$ cat src/rtl/twb_pkg.sv
package twb_pkg;
  typedef enum logic [2:0] {
    ST_IDLE,
    ST_ADDR,
    ST_AACK,
    ST_WDAT,
    ST_WACK,
    ST_RDAT,
    ST_RACK
  } twb_state_e;
endpackage

$ cat src/rtl/twb_line_filter.sv
module twb_line_filter #(
  parameter int FILT_CYC = 4
) (
  input  logic clk,
  input  logic rst_n,
  input  logic raw,
  output logic clean
);
  localparam int CW = $clog2(FILT_CYC + 1);

  logic [1:0]    sync_q;
  logic [CW-1:0] run_q, run_n;
  logic          clean_n;

  always_comb begin
    run_n   = '0;
    clean_n = clean;
    if (sync_q[1] != clean) begin
      if (run_q == CW'(FILT_CYC - 1)) begin
        clean_n = sync_q[1];
      end else begin
        run_n = run_q + 1'b1;
      end
    end
  end

  always_ff @(posedge clk or negedge rst_n) begin
    if (!rst_n) begin
      sync_q <= 2'b11;
      run_q  <= '0;
      clean  <= 1'b1;
    end else begin
      sync_q <= {sync_q[0], raw};
      run_q  <= run_n;
      clean  <= clean_n;
    end
  end

  // the clean level only moves after the raw level held for the filter run
  p_filter_run_r12: assert property (@(posedge clk) disable iff (!rst_n)
    (clean != $past(clean)) |-> ($past(run_q) == CW'(FILT_CYC - 1)));
endmodule

$ cat src/rtl/twb_busy_timer.sv
module twb_busy_timer #(
  parameter int BUSY_CYC = 250000
) (
  input  logic clk,
  input  logic rst_n,
  input  logic kick,
  output logic busy
);
  localparam int CW = $clog2(BUSY_CYC + 1);

  logic [CW-1:0] left_q, left_n;

  always_comb begin
    left_n = left_q;
    if (kick) begin
      left_n = CW'(BUSY_CYC);
    end else if (left_q != '0) begin
      left_n = left_q - 1'b1;
    end
  end

  always_ff @(posedge clk or negedge rst_n) begin
    if (!rst_n) left_q <= '0;
    else        left_q <= left_n;
  end

  assign busy = (left_q != '0);

  // remaining count never exceeds the window length
  p_window_bound_r9: assert property (@(posedge clk) disable iff (!rst_n)
    left_q <= CW'(BUSY_CYC));
endmodule

$ cat src/rtl/twb_slave.sv
module twb_slave
  import twb_pkg::*;
#(
  parameter logic [2:0] PREFIX   = 3'b010,
  parameter int         FILT_CYC = 4,
  parameter int         BUSY_CYC = 250000
) (
  input  logic       clk,
  input  logic       rst_n,
  input  logic       scl_i,
  input  logic       sda_i,
  output logic       sda_oe,
  input  logic [3:0] addr_pins,
  input  logic       nv_mark,
  input  logic [7:0] rd_data,
  output logic       wr_valid,
  output logic [7:0] wr_byte,
  output logic       wr_first,
  output logic       rd_req,
  output logic       busy
);
  localparam int NLINE = 2;

  logic [NLINE-1:0] raw_w, clean_w;
  assign raw_w = {scl_i, sda_i};

  generate
    for (genvar g = 0; g < NLINE; g++) begin : g_line
      twb_line_filter #(.FILT_CYC(FILT_CYC)) u_filt (
        .clk(clk), .rst_n(rst_n), .raw(raw_w[g]), .clean(clean_w[g]));
    end
  endgenerate

  logic scl_f, sda_f, scl_q, sda_q;
  assign scl_f = clean_w[1];
  assign sda_f = clean_w[0];

  logic start_evt, stop_evt, scl_rise, scl_fall;
  assign start_evt = scl_f & scl_q & sda_q & ~sda_f;
  assign stop_evt  = scl_f & scl_q & ~sda_q & sda_f;
  assign scl_rise  = scl_f & ~scl_q;
  assign scl_fall  = ~scl_f & scl_q;

  twb_state_e st_q, st_n;
  logic [3:0] cnt_q, cnt_n;
  logic [7:0] sh_q, sh_n, tx_q, tx_n;
  logic       oe_n, rw_q, rw_n, more_q, more_n;
  logic       wtx_q, wtx_n, nv_q, nv_n, first_n, wv_n, rq_n, kick;

  always_comb begin
    st_n = st_q; cnt_n = cnt_q; sh_n = sh_q; tx_n = tx_q;
    oe_n = sda_oe; rw_n = rw_q; more_n = more_q;
    wtx_n = wtx_q; nv_n = nv_q; first_n = wr_first;
    wv_n = 1'b0; rq_n = 1'b0; kick = 1'b0;
    if (stop_evt) begin
      kick  = wtx_q & nv_q;
      st_n  = ST_IDLE; oe_n = 1'b0; wtx_n = 1'b0; nv_n = 1'b0;
    end else if (start_evt) begin
      st_n  = busy ? ST_IDLE : ST_ADDR;
      cnt_n = '0; oe_n = 1'b0; wtx_n = 1'b0; nv_n = 1'b0;
    end else begin
      if ((st_q == ST_WDAT || st_q == ST_WACK) && nv_mark) nv_n = 1'b1;
      unique case (st_q)
        ST_ADDR, ST_WDAT: begin
          if (scl_rise) begin
            sh_n  = {sh_q[6:0], sda_f};
            cnt_n = cnt_q + 1'b1;
          end else if (scl_fall && cnt_q == 4'd8) begin
            if (st_q == ST_WDAT) begin
              oe_n = 1'b1; wv_n = 1'b1; st_n = ST_WACK;
            end else if (sh_q[7:1] == {PREFIX, addr_pins}) begin
              oe_n = 1'b1; rw_n = sh_q[0]; rq_n = sh_q[0]; st_n = ST_AACK;
            end else begin
              st_n = ST_IDLE;
            end
          end
        end
        ST_AACK: if (scl_fall) begin
          cnt_n = '0;
          if (rw_q) begin
            tx_n = rd_data; oe_n = ~rd_data[7]; st_n = ST_RDAT;
          end else begin
            oe_n = 1'b0; wtx_n = 1'b1; first_n = 1'b1; st_n = ST_WDAT;
          end
        end
        ST_WACK: if (scl_fall) begin
          oe_n = 1'b0; first_n = 1'b0; cnt_n = '0; st_n = ST_WDAT;
        end
        ST_RDAT: begin
          if (scl_rise) begin
            cnt_n = cnt_q + 1'b1;
          end else if (scl_fall) begin
            if (cnt_q == 4'd8) begin
              oe_n = 1'b0; st_n = ST_RACK;
            end else begin
              tx_n = {tx_q[6:0], 1'b0}; oe_n = ~tx_q[6];
            end
          end
        end
        ST_RACK: begin
          if (scl_rise) begin
            more_n = ~sda_f; rq_n = ~sda_f;
          end else if (scl_fall) begin
            cnt_n = '0;
            if (more_q) begin
              tx_n = rd_data; oe_n = ~rd_data[7]; st_n = ST_RDAT;
            end else begin
              st_n = ST_IDLE;
            end
          end
        end
        default: ;
      endcase
    end
  end

  always_ff @(posedge clk or negedge rst_n) begin
    if (!rst_n) begin
      st_q <= ST_IDLE; cnt_q <= '0; sh_q <= '0; tx_q <= '0;
      sda_oe <= 1'b0; rw_q <= 1'b0; more_q <= 1'b0; wtx_q <= 1'b0;
      nv_q <= 1'b0; wr_first <= 1'b0; wr_valid <= 1'b0; rd_req <= 1'b0;
      scl_q <= 1'b1; sda_q <= 1'b1;
    end else begin
      st_q <= st_n; cnt_q <= cnt_n; sh_q <= sh_n; tx_q <= tx_n;
      sda_oe <= oe_n; rw_q <= rw_n; more_q <= more_n; wtx_q <= wtx_n;
      nv_q <= nv_n; wr_first <= first_n; wr_valid <= wv_n; rd_req <= rq_n;
      scl_q <= scl_f; sda_q <= sda_f;
    end
  end

  assign wr_byte = sh_q;

  twb_busy_timer #(.BUSY_CYC(BUSY_CYC)) u_busy (
    .clk(clk), .rst_n(rst_n), .kick(kick), .busy(busy));

  // data line left released during the program window
  p_quiet_busy_r10: assert property (@(posedge clk) disable iff (!rst_n)
    busy |-> !sda_oe);
  // no traffic reaches the controller during the window
  p_no_xfer_busy_r10: assert property (@(posedge clk) disable iff (!rst_n)
    busy |-> (!wr_valid && !rd_req));
  // the window only opens after a stop
  p_busy_after_stop_r9: assert property (@(posedge clk) disable iff (!rst_n)
    $rose(busy) |-> $past(stop_evt));
  // the pull-down is only switched on just after a clock fall
  p_drive_on_fall_r2: assert property (@(posedge clk) disable iff (!rst_n)
    $rose(sda_oe) |-> $past(scl_fall));
  // write strobe and read request never coincide
  p_strobe_excl_r4: assert property (@(posedge clk) disable iff (!rst_n)
    wr_valid |-> !rd_req);
endmodule

$ cat config.mk
export PLATFORM = sky130hd
export DESIGN_NAME = twb_slave
export DESIGN_NICKNAME = d
export VERILOG_FILES = /design/src/rtl/twb_pkg.sv /design/src/rtl/twb_line_filter.sv /design/src/rtl/twb_busy_timer.sv /design/src/rtl/twb_slave.sv
export SDC_FILE = /design/constraint.sdc
export NUM_CORES = 1
export LEC_CHECK = 0
export ABC_AREA = 1
export CORE_MARGIN = 1.5
export CORE_UTILIZATION = 40
export CTS_CLUSTER_SIZE = 10
export DETAILED_ROUTE_END_ITERATION = 8
export SKIP_LAST_GASP = 1
export SLEW_MARGIN = 20
export SYNTH_ARGS = -nofsm -noshare
export SYNTH_HDL_FRONTEND = slang
export SYNTH_SLANG_ARGS = --single-unit
$ cat constraint.sdc
create_clock -name clk -period 3.6 [get_ports clk]
set_input_delay 0.9 -clock clk [delete_from_list [all_inputs] [get_ports clk]]
set_output_delay 0.9 -clock clk [all_outputs]
set_load 0.01 [all_outputs]
After elaboration in Yosys (flattened, before gate mapping). Index checks and enable logic that the tools add are counted.

Div/mod/pow operators: 0. Shift operators: 0. Reduce and logical (&&, ||, !) cells: 26. Multiplexer cells: 77. Multipliers: 0. Order comparisons: 0. $add $sub $neg: 4. Bitwise gates (word level): 18. Equality and inequality tests: 36.

Operators by type and width (count): $mux W7 (8); $mux W3 (18); $ne A4 B4 Y1 const B (10); $mux W1 (38); $mux W18 (2); $reduce_and A11 Y1 (2); $pmux W7 S3 (1); $ne A2 B2 Y1 const B (10); $reduce_bool A18 Y1 (1); $sub A18 B1 Y18 const B (1); $mux W4 (4); $pmux W3 S5 (1); $eq A3 B2 Y1 const B (4); $pmux W4 S3 (1); $reduce_and A4 Y1 (3); $reduce_bool A3 Y1 (4); $not A1 Y1 (10); $reduce_and A10 Y1 (1); $eq A3 B3 Y1 const B (3); $and A1 B1 Y1 (8); $eq A7 B6 Y1 (1); $reduce_and A7 Y1 (1); $reduce_bool A7 Y1 (1); $add A3 B1 Y3 const B (2); other kinds (19) (26).

Memories: 0. ROM bits: 0. Register bits after elaboration: 62. Logic and storage cells: 182. Output and inout bits: 13. Bits in latches: 0. RAM bits: 0.

Longest topological paths before layout. Gate-level depths: netlist of run 1.

Depth in word-level cells: 8. Mapped depth: 11.

Hierarchy. Synthesis of run 1 repeated with hierarchy kept, for this count alone.

Cell total of the unflattened synthesis: 451. Area, all modules: 3538.4 µm².

By module, submodules not included: twb_slave (area an instance 1898.1 µm², seq. area each 803.3 µm², cells each 241, times used 1); twb_busy_timer (area an instance 1154.9 µm², seq. area each 450.4 µm², cells each 160, times used 1); twb_line_filter (area an instance 242.7 µm², seq. area each 153.9 µm², cells each 25, times used 2).

Least setup slack after synthesis of run 1. OpenSTA, ideal clock, no wires.

Kind: register to output. From: register u_busy.left_q[0]. To: output port busy. Path slack: 1.477 ns. Cell stages (with the launch flop): 8. Arrival: 1.223 ns. Cell sequence: dfrtp_1 inv_1 ha_1 nand3_1 inv_1 nand2_1 inv_1 nand3_1.

Longest elaborated chain between the ends: 1.

RTL lines: start, declared (line twb_busy_timer.sv:11) `logic [CW-1:0] left_q, left_n;`; start signal, assigned (line twb_busy_timer.sv:24) `else left_q <= left_n;`; $reduce_bool A18 Y1 (line twb_busy_timer.sv:27) `assign busy = (left_q != '0);`; end, declared (line twb_slave.sv:20) `output logic busy`.

Every way passes these cells.

Worst setup path in the final report of run 1. Same ends and word-level chain as after synthesis.

==> flow_summary.html, run 1 <==
<table>
<tr><th>Metric</th><th>Value</th></tr>
<tr><th colspan="2">Setup path</th></tr>
<tr><td>Type of the worst setup path</td><td>reg -&gt; out</td></tr>
<tr><td>Arrival time of the worst setup path</td><td>2.27 ns</td></tr>
<tr><td>Most common cell type on the critical path</td><td>inv_1</td></tr>
<tr><td>R2r worst-path depth</td><td>7</td></tr>
<tr><td>Delay of the slowest cell on the worst path</td><td>0.54 ns</td></tr>
<tr><td>Crit path capture type</td><td>output port</td></tr>
<tr><td>Series of cell instances along the critical path</td><td>inv_1, ha_1, nand3_1, inv_1, nand2_1, inv_1, nand3_1, clkdlybuf4s50_1</td></tr>
<tr><td>Slowest CP cell</td><td>clkdlybuf4s50_1</td></tr>
<tr><td>CP Buf/Inv Count</td><td>4</td></tr>
<tr><td>Worst endpoint required time</td><td>2.70 ns</td></tr>
<tr><td>Launching point of the worst reg2reg path</td><td>st_q[2]</td></tr>
<tr><td>Reg2Reg Setup Slack</td><td>1.49 ns</td></tr>
<tr><td>Worst Setup Start Kind</td><td>flop</td></tr>
<tr><td>Capture point of the worst reg-to-reg path</td><td>tx_q[0]</td></tr>
<tr><td>Family with the most delay on the worst path</td><td>buffers and inverters</td></tr>
<tr><td>CP max FO</td><td>6</td></tr>
<tr><th colspan="2">Placement</th></tr>
<tr><td>Placed wire-length estimate after detailed placement</td><td>5203 um</td></tr>
<tr><td>Placed Cells incl. Taps</td><td>557</td></tr>
<tr><td>Pre-CTS setup slack</td><td>0.7734 ns</td></tr>
<tr><td>Port-buffer cells</td><td>29</td></tr>
<tr><td>Placer congestion estimate</td><td>0.9342</td></tr>
<tr><th colspan="2">Routing</th></tr>
<tr><td>Highest layer used for signal routing</td><td>met4</td></tr>
<tr><td>Number of DRC markers after the initial detailed-route iteration</td><td>183</td></tr>
<tr><td>DRC</td><td>0</td></tr>
<tr><td>Post-route met1 wirelength</td><td>3448 um</td></tr>
<tr><td>Met3 Wirelength</td><td>254 um</td></tr>
<tr><td>Vias</td><td>2772</td></tr>
<tr><td>Wirelength, routed</td><td>7089 um</td></tr>
<tr><td>Number of search-and-repair iterations in the first detailed-routing pass</td><td>4</td></tr>
<tr><td>Mean routed wirelength per cell</td><td>12.37 um</td></tr>
<tr><td>Final ANT Viol Nets</td><td>0</td></tr>
<tr><td>Total length of routed met2 wires</td><td>3262 um</td></tr>
<tr><td>Detail-routed via count per cell</td><td>4.838</td></tr>
<tr><th colspan="2">Floorplan</th></tr>
<tr><td>Number of placement rows</td><td>33</td></tr>
<tr><td>Vertical die dimension</td><td>94.29 um</td></tr>
<tr><td>Std-Cell Core Area</td><td>8134 um2</td></tr>
<tr><td>Effective utilization at floorplan</td><td>40.98%</td></tr>
<tr><td>Die ar.</td><td>8890 um2</td></tr>
<tr><td>I/O pin total</td><td>30</td></tr>
<tr><td>Width of the die</td><td>94.29 um</td></tr>
<tr><th colspan="2">STA</th></tr>
<tr><td>Aggregate negative setup slack</td><td>0 ns</td></tr>
<tr><td>Final Hold Fails</td><td>0</td></tr>
<tr><td>Slew at the pin closest to its max-slew limit</td><td>0.7231 ns</td></tr>
<tr><td>Final Max Tran Viols</td><td>0</td></tr>
<tr><td>Clock Skews</td><td>0.009966 ns</td></tr>
<tr><td>Tmin final</td><td>3.175 ns</td></tr>
<tr><td>Worst slew slack as a fraction of its limit</td><td>51.61%</td></tr>
<tr><td>Timing-limited maximum frequency</td><td>315.0 MHz</td></tr>
<tr><td>Final worst slack</td><td>0.4253 ns</td></tr>
<tr><td>Setup repair after global routing missed its margin</td><td>false</td></tr>
<tr><td>Worst hold margin</td><td>0.3543 ns</td></tr>
<tr><td>Final setup viols</td><td>0</td></tr>
<tr><td>Share of the clock period used by the worst path after layout</td><td>88.19%</td></tr>
<tr><th colspan="2">GRT</th></tr>
<tr><td>Initial antenna violation count</td><td>0</td></tr>
<tr><td>GRT overflow</td><td>0</td></tr>
<tr><td>Number of global-route vias before repair</td><td>2651</td></tr>
<tr><td>Gr usage total</td><td>18.27%</td></tr>
<tr><td>Pin count of the biggest net entering global routing</td><td>47</td></tr>
<tr><td>Wire length of the first global-routing pass</td><td>12400 um</td></tr>
<tr><th colspan="2">Yosys</th></tr>
<tr><td>Post-synth top area share</td><td>40.54%</td></tr>
<tr><td>Cells after synthesis</td><td>426</td></tr>
<tr><td>Post-Synthesis Net Count</td><td>448</td></tr>
<tr><td>Share of synthesized area occupied by flip-flops and latches</td><td>46.85%</td></tr>
<tr><td>Average cell area after synthesis</td><td>7.824 um2</td></tr>
<tr><td>Unique cell type count in the Yosys netlist</td><td>34</td></tr>
<tr><td>Cell taking the most area after synthesis</td><td>dfrtp_1</td></tr>
<tr><td>Cell area after synthesis</td><td>3333 um2</td></tr>
<tr><td>Synth warn</td><td>0</td></tr>
<tr><td>Area contributors post-synth</td><td>dfrtp_1 (41%), nand2_1 (12%), inv_1 (7.0%)</td></tr>
<tr><td>Synthesized flop and latch total</td><td>62</td></tr>
<tr><th colspan="2">Power and ir drop</th></tr>
<tr><td>Peak supply drop</td><td>0.3212 mV</td></tr>
<tr><td>Total power per unit cell area</td><td>722.3 nW/um2</td></tr>
<tr><td>Static leakage</td><td>2.019 nW</td></tr>
<tr><th colspan="2">CTS</th></tr>
<tr><td>Clock Latency Late Sink</td><td>0.34 ns</td></tr>
<tr><td>Post-CTS Setup Repair Bufs</td><td>0</td></tr>
<tr><td>Num CTS Buffers</td><td>9</td></tr>
<tr><td>Cells resized by post-CTS repair</td><td>0</td></tr>
<tr><td>Clock root buffer</td><td>clkbuf_8</td></tr>
<tr><td>Clock sink total</td><td>62</td></tr>
<tr><td>Total number of H-tree levels</td><td>3</td></tr>
<tr><td>Max Buffers Root-to-Sink</td><td>2</td></tr>
<tr><td>Hold-fix buffer count after cts</td><td>0</td></tr>
<tr><td>Clock transition at the register clock pins on the worst setup and hold paths after CTS</td><td>0.07 ns</td></tr>
<tr><td>Clock tree from TritonCTS</td><td>yes</td></tr>
<tr><th colspan="2">Hold path</th></tr>
<tr><td>Instance count along the most critical hold path</td><td>0</td></tr>
<tr><td>Endpoint of the worst hold path</td><td>g_line[0].u_filt.sync_q[1]</td></tr>
<tr><td>Type of the tightest min-delay check</td><td>reg -&gt; reg</td></tr>
<tr><td>Critical hold path startpoint</td><td>g_line[0].u_filt.sync_q[0]</td></tr>
<tr><th colspan="2">Layout</th></tr>
<tr><td>Storage cell area</td><td>1562 um2</td></tr>
<tr><td>Area of combinational cells with multiple inputs</td><td>1475 um2</td></tr>
<tr><td>Final Instance Count excl. Fillers</td><td>573</td></tr>
<tr><td># fillers</td><td>797</td></tr>
<tr><td>Nets</td><td>485</td></tr>
<tr><td>Final core utilization</td><td>48.16%</td></tr>
<tr><td>Fraction of layout instances using a drive strength above 1</td><td>11.75%</td></tr>
<tr><td>Antenna diode instance count</td><td>0</td></tr>
<tr><td>Area Growth Syn to Fin</td><td>17.53%</td></tr>
<tr><th colspan="2">Run status</th></tr>
<tr><td>Result of the run</td><td>completed</td></tr>
<tr><th colspan="2">Run</th></tr>
<tr><td>Number of max-capacitance violations reported</td><td>0</td></tr>
</table>
## flip-flops by register name, indices dropped and copies added (netlist names), 2 cells and up
register / cells
u_busy.left_q: 18
wr_byte: 8
tx_q: 7
g_line.u_filt.run_q: 6
cnt_q: 4
g_line.u_filt.sync_q: 4
st_q: 3
g_line.u_filt.clean: 2
## layer usage
| layer | GRT usage (%) | up-vias |
|---|---|---|
| met5 | 0 | - |
| met4 | 8.209 | 0 |
| met3 | 3.398 | 10 |
| met2 | 28.30 | 56 |
| met1 | 24.72 | 1283 |
| li1 | - | 1423 |
## per-stage QoR
step                area, um2  power (mW)
floorplan                3333       1.923
CTS                      3915       2.860
global route             3918       3.097
finish                   3918       2.830
global placement         3726       2.221
detailed placement       3726       2.246
## cell usage in the layout (no fill, tap or decap)
cell	synthesis	routed
nand3_1	27	27
dfstp_2	8	8
buf_4	1	3
clkbuf_8	0	9
nand4_1	9	9
clkdlybuf4s50_1	0	28
nand2_2	1	1
dfrtp_1	54	54
xor2_1	3	3
inv_1	62	62
mux2i_1	6	6
nor3_2	1	1
o21ai_1	3	3
xnor2_1	6	6
o21ai_0	21	21
clkinv_1	1	1
nand4_2	2	2
nor2_4	1	1
o22ai_1	1	1
nand2_4	2	2
nor2_2	5	5
nor3_1	9	9
nor3b_1	2	2
nand3_2	4	4
clkinvlp_4	0	2
nand2_1	103	103
a21oi_1	13	13
inv_2	4	4
nor2_1	57	57
o31ai_1	2	2
ha_1	5	5
o21ai_2	7	7
inv_4	1	1
o211ai_1	1	1
clkinv_2	0	4
bufinv_16	0	1
## cell families after synthesis
logic type	Yosys count	share of synthesized area (%)
and+or+nand+nor	223	29.95
AOI/OAI and AO/OA	48	8.258
xor gates and xnor gates	9	2.365
adders and majority gates	5	1.877
buffers and inverters	73	8.896
muxes	6	1.802
DFF	62	46.85
## cells in the mapped netlist (all sizes together)
library cell	count
nand2	106
inv	67
nor2	63
dfrtp	54
nand3	31
o21ai	31
a21oi	13
nand4	11
nor3	10
dfstp	8
mux2i	6
xnor2	6
ha	5
buf	4
xor2	3
nor3b	2
o31ai	2
clkbuf	1
clkinv	1
o211ai	1
o22ai	1
## power by group
part	switching [mW]	total, mW	internal [mW]	leakage [nW]
logic	0.658	1.08	0.425	1.14
clock network	0.280	0.594	0.314	0.0948
registers	0.187	1.15	0.965	0.782
total	1.13	2.83	1.70	2.02
## area by class of cell
| cell class | count | share of cell area, % |
|---|---|---|
| Clock buffer | 9 | 3.162 |
| Clock inverter | 7 | 1.661 |
| Inverter | 68 | 6.579 |
| Multi-Input combinational cell | 291 | 37.66 |
| Sequential cell | 62 | 39.86 |
| Tap cell | 105 | 3.354 |
| Timing Repair Buffer | 31 | 7.729 |
## worst max path at each step
stage                                start    to  slack, ns  cells after the start
final                     u_busy.left_q[0]  busy       0.43                      8
after global routing      u_busy.left_q[0]  busy       0.21                      8
after CTS                 u_busy.left_q[0]  busy       0.39                      8
after detailed placement  u_busy.left_q[0]  busy       0.77                      8
after global placement    u_busy.left_q[0]  busy       0.89                      8
after floorplan           u_busy.left_q[0]  busy       1.48                      7
No activity file was read; power rests on OpenSTA's default activity.
==> run 2, diff against run 1 <==
Settings changed: MAX_ROUTING_LAYER set to met4.
==> run 2 against run 1 <==
Maximum frequency decreased by 0.25%. Wire length decreased by 0.41%. Non-clock buffer count unchanged. Largest power group unchanged. Largest cell class unchanged. Sequential cell count unchanged. Sequential power about the same. Worst hold slack improved by 0.0028 ns. Via count about the same. First-iteration DRC count increased by 28%. Final cell count unchanged. Highest routed layer unchanged.
==> flow_summary.html, run 2 (synthesis gave the netlist of run 1 again) <==
<table>
<tr><th>Metric</th><th>Value</th></tr>
<tr><th colspan="2">Layout</th></tr>
<tr><td>Final Instance Area</td><td>3890 um2</td></tr>
<tr><td>Register with the most flip-flops</td><td>u_busy.left_q</td></tr>
<tr><td>Antenna diode instance count</td><td>0</td></tr>
<tr><td>Commonest non-fill, non-tap cells in the layout</td><td>nand2_1 (103), inv_1 (62), nor2_1 (57), dfrtp_1 (54), clkdlybuf4s50_1 (28)</td></tr>
<tr><td>Largest register FFs</td><td>18</td></tr>
<tr><td>Final core utilization</td><td>47.82%</td></tr>
<tr><td>Area Growth Syn to Fin</td><td>16.70%</td></tr>
<tr><td>Most common cell after layout, fill and taps aside</td><td>nand2_1</td></tr>
<tr><td># fillers</td><td>809</td></tr>
<tr><td>Fraction of layout instances using a drive strength above 1</td><td>10.68%</td></tr>
<tr><td>Nets</td><td>485</td></tr>
<tr><td>Final Instance Count excl. Fillers</td><td>573</td></tr>
<tr><th colspan="2">GRT</th></tr>
<tr><td>Initial antenna violation count</td><td>0</td></tr>
<tr><td>Met2 Track Usage GR</td><td>28.66%</td></tr>
<tr><td>Wire length of the first global-routing pass</td><td>12300 um</td></tr>
<tr><td>Global-route met3 utilization</td><td>3.883%</td></tr>
<tr><td>GRT overflow</td><td>0</td></tr>
<tr><td>Number of global-route vias before repair</td><td>2668</td></tr>
<tr><td>Gr usage total</td><td>18.57%</td></tr>
<tr><td>Most crowded layer after global routing</td><td>met2</td></tr>
<tr><td>Pin count of the biggest net entering global routing</td><td>47</td></tr>
<tr><td>Met1 layer usage reported by global route</td><td>23.62%</td></tr>
<tr><th colspan="2">Setup path</th></tr>
<tr><td>Worst endpoint required time</td><td>2.70 ns</td></tr>
<tr><td>Launching point of the worst reg2reg path</td><td>st_q[2]</td></tr>
<tr><td>Series of cell instances along the critical path</td><td>inv_1, ha_1, nand3_1, inv_1, nand2_1, inv_1, nand3_1, clkdlybuf4s50_1</td></tr>
<tr><td>R2r worst-path depth</td><td>7</td></tr>
<tr><td>Crit path capture type</td><td>output port</td></tr>
<tr><td>Reg2Reg Setup Slack</td><td>1.43 ns</td></tr>
<tr><td>Capture point of the worst reg-to-reg path</td><td>tx_q[3]</td></tr>
<tr><td>Type of the worst setup path</td><td>reg -&gt; out</td></tr>
<tr><td>Arrival time of the worst setup path</td><td>2.28 ns</td></tr>
<tr><td>Delay of the slowest cell on the worst path</td><td>0.55 ns</td></tr>
<tr><td>Slowest CP cell</td><td>clkdlybuf4s50_1</td></tr>
<tr><td>CP max FO</td><td>6</td></tr>
<tr><td>Worst Setup Start Kind</td><td>flop</td></tr>
<tr><td>Most common cell type on the critical path</td><td>inv_1</td></tr>
<tr><th colspan="2">Routing</th></tr>
<tr><td>Mean routed wirelength per cell</td><td>12.32 um</td></tr>
<tr><td>Number of search-and-repair iterations in the first detailed-routing pass</td><td>4</td></tr>
<tr><td>Number of DRC markers after the initial detailed-route iteration</td><td>234</td></tr>
<tr><td>Vias</td><td>2773</td></tr>
<tr><td>Final ANT Viol Nets</td><td>0</td></tr>
<tr><td>DRC</td><td>0</td></tr>
<tr><td>Wirelength, routed</td><td>7060 um</td></tr>
<tr><td>Detail-routed via count per cell</td><td>4.839</td></tr>
<tr><th colspan="2">Hold path</th></tr>
<tr><td>Instance count along the most critical hold path</td><td>0</td></tr>
<tr><td>Critical hold path startpoint</td><td>g_line[0].u_filt.sync_q[0]</td></tr>
<tr><td>Type of the tightest min-delay check</td><td>reg -&gt; reg</td></tr>
<tr><td>Endpoint of the worst hold path</td><td>g_line[0].u_filt.sync_q[1]</td></tr>
<tr><th colspan="2">Placement</th></tr>
<tr><td>Placed Cells incl. Taps</td><td>557</td></tr>
<tr><td>Placer congestion estimate</td><td>0.9561</td></tr>
<tr><td>Pre-CTS setup slack</td><td>0.7923 ns</td></tr>
<tr><td>Port-buffer cells</td><td>29</td></tr>
<tr><td>Placement Cell Area</td><td>3726 um2</td></tr>
<tr><td>Placed wire-length estimate after detailed placement</td><td>5212 um</td></tr>
<tr><th colspan="2">CTS</th></tr>
<tr><td>Max Buffers Root-to-Sink</td><td>2</td></tr>
<tr><td>Num CTS Buffers</td><td>9</td></tr>
<tr><td>Clock Latency Late Sink</td><td>0.34 ns</td></tr>
<tr><td>Clock transition at the register clock pins on the worst setup and hold paths after CTS</td><td>0.06 ns</td></tr>
<tr><td>Post-CTS Setup Repair Bufs</td><td>0</td></tr>
<tr><td>Hold-fix buffer count after cts</td><td>0</td></tr>
<tr><td>Cells resized by post-CTS repair</td><td>0</td></tr>
<tr><td>Clock tree from TritonCTS</td><td>yes</td></tr>
<tr><td>Clock sink total</td><td>62</td></tr>
<tr><td>Clock root buffer</td><td>clkbuf_8</td></tr>
<tr><td>Total number of H-tree levels</td><td>3</td></tr>
<tr><th colspan="2">Floorplan</th></tr>
<tr><td>I/O pin total</td><td>30</td></tr>
<tr><td>Std-Cell Core Area</td><td>8134 um2</td></tr>
<tr><td>Effective utilization at floorplan</td><td>40.98%</td></tr>
<tr><td>Die ar.</td><td>8890 um2</td></tr>
<tr><td>Width of the die</td><td>94.29 um</td></tr>
<tr><td>Number of placement rows</td><td>33</td></tr>
<tr><td>Vertical die dimension</td><td>94.29 um</td></tr>
<tr><th colspan="2">STA</th></tr>
<tr><td>Slew at the pin closest to its max-slew limit</td><td>0.6985 ns</td></tr>
<tr><td>Setup repair after global routing missed its margin</td><td>false</td></tr>
<tr><td>Aggregate negative setup slack</td><td>0 ns</td></tr>
<tr><td>Final setup viols</td><td>0</td></tr>
<tr><td>Tmin final</td><td>3.183 ns</td></tr>
<tr><td>Clock Skews</td><td>0.01264 ns</td></tr>
<tr><td>Share of the clock period used by the worst path after layout</td><td>88.41%</td></tr>
<tr><td>Final Hold Fails</td><td>0</td></tr>
<tr><td>Final worst slack</td><td>0.4173 ns</td></tr>
<tr><td>Timing-limited maximum frequency</td><td>314.2 MHz</td></tr>
<tr><td>Final Max Tran Viols</td><td>0</td></tr>
<tr><td>Worst hold margin</td><td>0.3571 ns</td></tr>
<tr><td>Worst slew slack as a fraction of its limit</td><td>53.26%</td></tr>
<tr><th colspan="2">Power and ir drop</th></tr>
<tr><td>Final Power</td><td>2.753 mW</td></tr>
<tr><td>Static leakage</td><td>2.006 nW</td></tr>
<tr><td>Peak supply drop</td><td>0.3001 mV</td></tr>
<tr><td>Total power per unit cell area</td><td>707.7 nW/um2</td></tr>
<tr><th colspan="2">Run</th></tr>
<tr><td>Number of max-capacitance violations reported</td><td>0</td></tr>
<tr><th colspan="2">Run status</th></tr>
<tr><td>Result of the run</td><td>completed</td></tr>
</table>
## run 2: routing by layer
metal,routed length (um),vias to the layer above
li1,-,1428
met2,3246,60
met4,133,0
met5,0,-
met3,307,12
met1,3372,1273
## run 2: worst max path at each step
stage                startpoint    to  cells after the start
5_1_grt        u_busy.left_q[0]  busy                      8
3_3_place_gp   u_busy.left_q[0]  busy                      8
4_1_cts        u_busy.left_q[0]  busy                      8
3_5_place_dp   u_busy.left_q[0]  busy                      8
6_report       u_busy.left_q[0]  busy                      8
2_1_floorplan  u_busy.left_q[0]  busy                      7
## run 2: cell type report
type                            instances  area, um2  share of cell area [%]
Inverter                               68      257.7                   6.626
Clock buffer                           15      156.4                   4.021
Clock inverter                          1      5.005                  0.1287
Tap cell                              105      131.4                   3.377
Multi-Input combinational cell        291       1475                   37.92
Sequential cell                        62       1562                   40.14
Timing Repair Buffer                   31      302.8                   7.784
## run 2: critical path: cells and delay by family (launching register included)
kind / cells / cell delay, ns
buffers and inverters: 4 / 0.90
and+or+nand+nor: 3 / 0.44
adders and majority gates: 1 / 0.19
DFF: 1 / 0.40
## run 2: where the power goes
group          leakage (nW)  internal, mW  switching, mW
logic                  1.14         0.424          0.650
registers             0.782         0.966          0.188
clock network        0.0817         0.269          0.255
==> run 3, diff against run 2 <==
Settings changed: ABC_CLOCK_PERIOD_IN_PS set to 3600.
==> results of run 3 <==
Same layout as run 2: the final DEF is identical, and so are final timing and power.
